## src/rtl/irq_arbiter.sv

```systemverilog
module irq_arbiter #(
  parameter int            VEC_W   = 7,
  parameter logic [VEC_W-1:0] EXT_VEC = 7'h7F,
  parameter logic [VEC_W-1:0] TMR_VEC = 7'h3F
) (
  input  logic             clk,
  input  logic             rst_n,
  input  logic [1:0]       irq_pin,
  input  logic             tmr_req,
  input  logic             en_set,
  input  logic             en_clr,
  input  logic [1:0]       flag_set,
  input  logic [1:0]       flag_clr,
  input  logic             prev_prefix,
  output logic             take,
  output logic [VEC_W-1:0] vector,
  output logic [1:0]       src,
  output logic             tmr_ack
);
  localparam logic [1:0] SRC_TMR = 2'd2;

  logic [1:0] pin_q, blk, rise, accept;
  logic       ie, ext_pend, ext_line, tmr_pend;
  logic       take_ext, take_tmr;

  assign rise     = irq_pin & ~pin_q;
  assign accept   = rise & ~blk;
  assign take     = ie & (ext_pend | tmr_pend) & ~prev_prefix;
  assign take_ext = take & ext_pend;
  assign take_tmr = take & ~ext_pend;
  assign vector   = ext_pend ? EXT_VEC : TMR_VEC;
  assign src      = ext_pend ? {1'b0, ext_line} : SRC_TMR;
  assign tmr_ack  = take_tmr;

  always_ff @(posedge clk) begin
    if (!rst_n) begin
      pin_q    <= '0;
      blk      <= 2'b11;
      ie       <= 1'b0;
      ext_pend <= 1'b0;
      ext_line <= 1'b0;
      tmr_pend <= 1'b0;
    end else begin
      pin_q <= irq_pin;
      for (int i = 0; i < 2; i++)
        blk[i] <= accept[i] | flag_set[i] | (blk[i] & ~flag_clr[i]);
      ext_pend <= (|accept) | (ext_pend & ~take_ext);
      if (|accept) ext_line <= ~accept[0];
      tmr_pend <= tmr_req | (tmr_pend & ~take_tmr);
      ie       <= ~take & (en_set | (ie & ~en_clr));
    end
  end
endmodule

```

## config.mk

```make
export PLATFORM = sky130hd
export DESIGN_NAME = irq_arbiter
export DESIGN_NICKNAME = d
export VERILOG_FILES = /design/src/rtl/irq_arbiter.sv
export SDC_FILE = /design/constraint.sdc
export NUM_CORES = 1
export LEC_CHECK = 0
export ABC_AREA = 0
export BUFFER_PORTS_ARGS = -buffer_cell sky130_fd_sc_hd__buf_2
export CAP_MARGIN = 40
export CORE_MARGIN = 3
export CORE_UTILIZATION = 25
export CTS_CLUSTER_SIZE = 12
export DETAILED_ROUTE_END_ITERATION = 12
export GPL_TIMING_DRIVEN = 1
export PLACE_DENSITY = 0.6
export REMOVE_ABC_BUFFERS = 1
export SLEW_MARGIN = 20
export SYNTH_ARGS = -nofsm -noshare
export SYNTH_HDL_FRONTEND = slang
export SYNTH_SLANG_ARGS = --single-unit
```

## constraint.sdc

```tcl
create_clock -name clk -period 3.2 [get_ports clk]
set_clock_uncertainty 0.05 [all_clocks]
set_input_delay 0.48 -clock clk [delete_from_list [all_inputs] [get_ports clk]]
set_output_delay 0.48 -clock clk [all_outputs]
set_load 0.05 [all_outputs]
```

==> metrics.txt, run 1 <==
Reg-to-Reg Start=pin_q[0]; drt drc=0; Synth Instances=39; Cell Pwr Density=roughly 500 mW/mm²; initial DRC count=1; Max Clk Rate=0.565 GHz; diodes inserted=0; initial antenna violation count=0; ys async rst share=0; Crit. Startpoint=prev_prefix; HP Class=input port to flop; Final setup viols=0; clock slew seen by the registers of the worst setup and hold paths=roughly 0.050 ns; Synth top cells by count=8 x dfxtp_1, 7 x buf_4, 3 x and2_1; WL met2=approximately 280 µm; GRT Util Overall=0.0767; fill count=~150; DRT antenna net count=0; drt wl/cell=between 10 and 15 µm; largest net degree at the start of global routing=11; post-route cell area=465 µm²; post-CTS setup buffer count=0; H-tree level count=1; R2R setup slack=2.13 ns; Placeable Area=roughly 0.0014 mm²; WHS Path Cells=2; largest stage delay on the critical path=0.28 ns; Chip Height=45.1 µm; post-CTS sizing=0; multi-input logic area=approximately 180 µm²; GPL Wtd Cong=~0.64; TritonRoute pass-1 iters=2; Total Wirelength=701 µm; initial core utilization=0.280; Via Count=302; WS Path Type=input port to output port; IO Count=23; post-synthesis sequential element count=8; prevailing post-synth register cell=dfxtp_1; first-pass GRT wire length=~1100 µm; DR vias/cell=roughly 4.3; syn avg cell area=9.82 µm²; Worst Hold Path EP=blk[1]; Final #Nets=69; area leader, netlist=dfxtp_1; TritonCTS Buffers=3; worst hold start=flag_set[1]; CP dominant cell by count=buf_2; peak supply drop=0.247 mV; Fin Setup TNS=0 ns; Slew Viols, Final=0; Area after DPL=443 µm²; Seq/Total Area, Yosys=0.418; CP Capture Type=output port; WL met1=approximately 300 µm; crit path max-delay cell type=buf_2; row cnt=13; EDFF count, synth=0; Syn. warnings=0; Sink Count=8; detailed-routed wire length on met3=114 µm; CP cell instances=buf_2 > nand2b_1 > nor3_1 > buf_2; Req. time, crit path=2.67 ns; TritonCTS clock tree=built; share of cells above drive strength 1=0.418; status=finished, final reports clean; Max-Cap Viols=0; reg2reg end=ext_line; die area=0.00204 mm²; dpl ws=1.42 ns; synth unique cells=21; Congestion Overflow GR=0; fin crit share=0.553; Cell Area, Synth=383 µm²; Crit path max-delay family=simple AND/OR/NAND/NOR gates; Clk Latency, worst-skew pair=0.25 ns; hold_buf cts=0; startpoint types=input port; die width=about 45 µm; top post-synthesis cells by area=dfxtp_1 42%, buf_4 14%, and2_1 4.9%, nand2b_1 3.3%, nor2b_1 3.3%; CTS root buf=clkbuf_4; port bufs=16; fin crit period=1.77 ns; count leader, synth=dfxtp_1; post-synth top area share=0.418; Worst EP arrival=1.24 ns; register area=160 µm²; Hold WS=0.363 ns; Top Metal Used=met3; final worst-path setup slack=1.43 ns; Area Overhead vs Synth=21.6%; reg2reg path depth=2; CTS Buffer Depth=2; Buf/Inv on CP=2; Leak=0.229 nW; Final Hold Fails=0; RSZ-0062 raised after global routing=false; vias in the first global route=274; CP max FO=5
## how the worst max path moves through the flow
stage	end	depth (start not counted)
6_report	tmr_ack	4
5_1_grt	tmr_ack	4
4_1_cts	tmr_ack	4
3_5_place_dp	tmr_ack	4
3_3_place_gp	tmr_ack	4
2_1_floorplan	tmr_ack	2
## cells by family (layout without fill, tap and decap cells)
group                  Yosys count  count (layout)  synth area share
and+or+nand+nor                 16              16             0.284
buffers and inverters            9              20             0.160
DFF                              8               8             0.418
AOI/OAI and AO/OA                5               5             0.127
other                            1               6           0.00979
## per-layer routing
layer | up-vias | track usage
met2 | 19 | 0.110
met3 | 0 | 0.0757
met5 | - | 0
met4 | 0 | 0.0175
li1 | 155 | -
met1 | 128 | 0.0797
## worst reg2reg max path: stages, from the launching register on
cell,delay (ns)
dfxtp_1,0.30
or3b_2,0.48
o211a_1,0.14
## where the power goes
| part | switching (mW) | leakage [nW] | internal (mW) |
|---|---|---|---|
| combinational | 0.0330 | 0.149 | 0.0142 |
| clock | 0.0325 | 0.0138 | 0.0428 |
| sequential | 0.00335 | 0.0662 | 0.106 |
| total | 0.0688 | 0.229 | 0.163 |
## layout by cell type (no fill, tap or decap)
cell,netlist,final
conb_1,1,6
nor3b_1,1,1
clkbuf_4,0,3
nor4bb_1,1,1
buf_2,1,16
or3b_2,1,1
nor3_1,1,1
a221o_2,1,1
o21a_1,1,1
and2_1,3,3
nand4b_1,1,1
nand2b_1,2,2
dfxtp_1,8,8
or4b_1,1,1
o211a_1,1,1
and2_2,1,1
inv_1,1,1
nor2_1,2,2
o31a_1,1,1
nor2b_1,2,2
o221a_2,1,1
## sequential cells by signal (all words and copies together), names as in the netlist
name,count
blk,2
tmr_pend,1
ext_pend,1
pin_q,2
ie,1
ext_line,1
## stage by stage
step                      utilization  power, mW  instances
final                           0.341      0.231         70
after detailed placement        0.324      0.158         67
after global routing            0.341      0.249         70
after global placement          0.324      0.158         67
after floorplan                     -      0.146         36
after CTS                       0.341      0.236         70
## layout make-up
cell class / count / area share
Sequential cell: 8 / 0.344
Inverter: 1 / 0.00806
Timing Repair Buffer: 16 / 0.172
Tap cell: 15 / 0.0403
Multi-Input combinational cell: 27 / 0.387
Clock buffer: 3 / 0.0484
Note: power is estimated with default switching activity, not from simulation.
==> run 2, diff against run 1 <==
==> constraint.sdc (replaced) <==
create_clock -name clk -period 1.8 [get_ports clk]
set_clock_uncertainty 0.05 [all_clocks]
set_input_delay 0.27 -clock clk [delete_from_list [all_inputs] [get_ports clk]]
set_output_delay 0.27 -clock clk [all_outputs]
set_load 0.05 [all_outputs]
==> run 2 against run 1 <==
Clock power increased by 78%. Total power increased by 78%. Hold slack got worse by 0.21 ns. Highest routed layer unchanged.
==> metrics.txt, run 2 (synthesized netlist as in run 1, its figures left out) <==
initial antenna violation count=0; Placeable Area=0.00137 mm²; CP Capture Type=output port; drt drc=0; H-tree level count=1; clock slew seen by the registers of the worst setup and hold paths=0.05 ns; CTS root buf=clkbuf_4; Area after DPL=between 400 and 500 µm²; fin crit period=approximately 1.5 ns; startpoint types=flop; post-CTS setup buffer count=0; Sink Count=8; WS Path Type=flop to output port; Congestion Overflow GR=0; IO Count=23; Chip Height=45.1 µm; fin util=0.341; Cell Pwr Density=just under 900 mW/mm²; die area=0.00204 mm²; CTS Buffer Depth=2; most frequent cells in the layout=16 x buf_2, 8 x dfxtp_1, 6 x conb_1; register area=about 160 µm²; post-route cell area=465 µm²; status=finished, final reports clean; Final setup viols=0; commonest non-fill, non-tap cell in the layout=buf_2; Regs by FF count=blk: 2 flops, pin_q: 2 flops; Req. time, crit path=1.48 ns; GRT Util Overall=0.0784; multi-input logic area=180 µm²; row cnt=13; diodes inserted=0; first-pass GRT wire length=1090 µm; Slew Viols, Final=0; final worst-path setup slack=0.292 ns; Worst EP arrival=about 1.2 ns; peak supply drop=about 0.46 mV; TritonCTS clock tree=built; port bufs=16; Leak=0.229 nW; die width=45.1 µm; fin cells=70; Final Hold Fails=0; GPL Wtd Cong=0.644; RSZ-0062 raised after global routing=false; Inst Count DP=67; hold_buf cts=0; Via Count=301; Clk Latency, worst-skew pair=0.25 ns; dpl ws=about 0.43 ns; fin crit share=0.838; HP Class=input port to flop; fill count=157; TritonRoute pass-1 iters=1; DR vias/cell=~4.3; initial core utilization=0.280; Max-Cap Viols=0; post-CTS sizing=0; DRT antenna net count=0; R2R setup slack=0.73 ns; Final #Nets=69; vias in the first global route=277; drt wl/cell=~10 µm; share of cells above drive strength 1=0.418; Max Clk Rate=0.663 GHz; largest net degree at the start of global routing=11; TritonCTS Buffers=3; Total Wirelength=~700 µm; Area Overhead vs Synth=21.6%; CP max FO=7; initial DRC count=0
run 2: cell counts in the layout (fill, tap and decap cells not counted):
No cell type changed its count.
run 2: per-layer routing:
layer,vias to the layer above,global-route usage,share of wire
met1,128,0.0773,0.42
met5,-,0,0
met2,19,0.116,0.42
li1,154,-,-
met4,0,0.0175,0
met3,0,0.0797,0.16
run 2: worst max-delay path, stage by stage, from the launching register on:
cell     delay [ns]
dfxtp_1        0.42
nor2_1         0.10
nor3_1         0.13
buf_2          0.28
run 2: final cells by class:
cell class | instances | share of cell area
Inverter | 1 | 0.00806
Multi-Input combinational cell | 27 | 0.387
Tap cell | 15 | 0.0403
Clock buffer | 3 | 0.0484
Timing Repair Buffer | 16 | 0.172
Sequential cell | 8 | 0.344
run 2: power breakdown:
group / switching (mW) / internal (mW)
Combinational: 0.0588 / 0.0252
Clock: 0.0576 / 0.0761
Sequential: 0.00580 / 0.188
run 2: path summary, 6_finish.rpt:
kind                             startpoint       end  depth (start not counted)
worst min-delay path            flag_set[1]    blk[1]                          2
worst min register to register     ext_line  ext_line                          1
worst max register to register     pin_q[0]  ext_line                          2
worst max-delay path               ext_pend   tmr_ack                          3
run 2: per-stage QoR:
stage                     TNS (ns)  hold slack, ns  power (mW)
after global routing             0           0.129       0.442
after CTS                        0           0.146       0.420
after floorplan             -0.414           0.307       0.259
final                            0           0.153       0.411
after global placement           0           0.409       0.280
after detailed placement         0           0.411       0.282
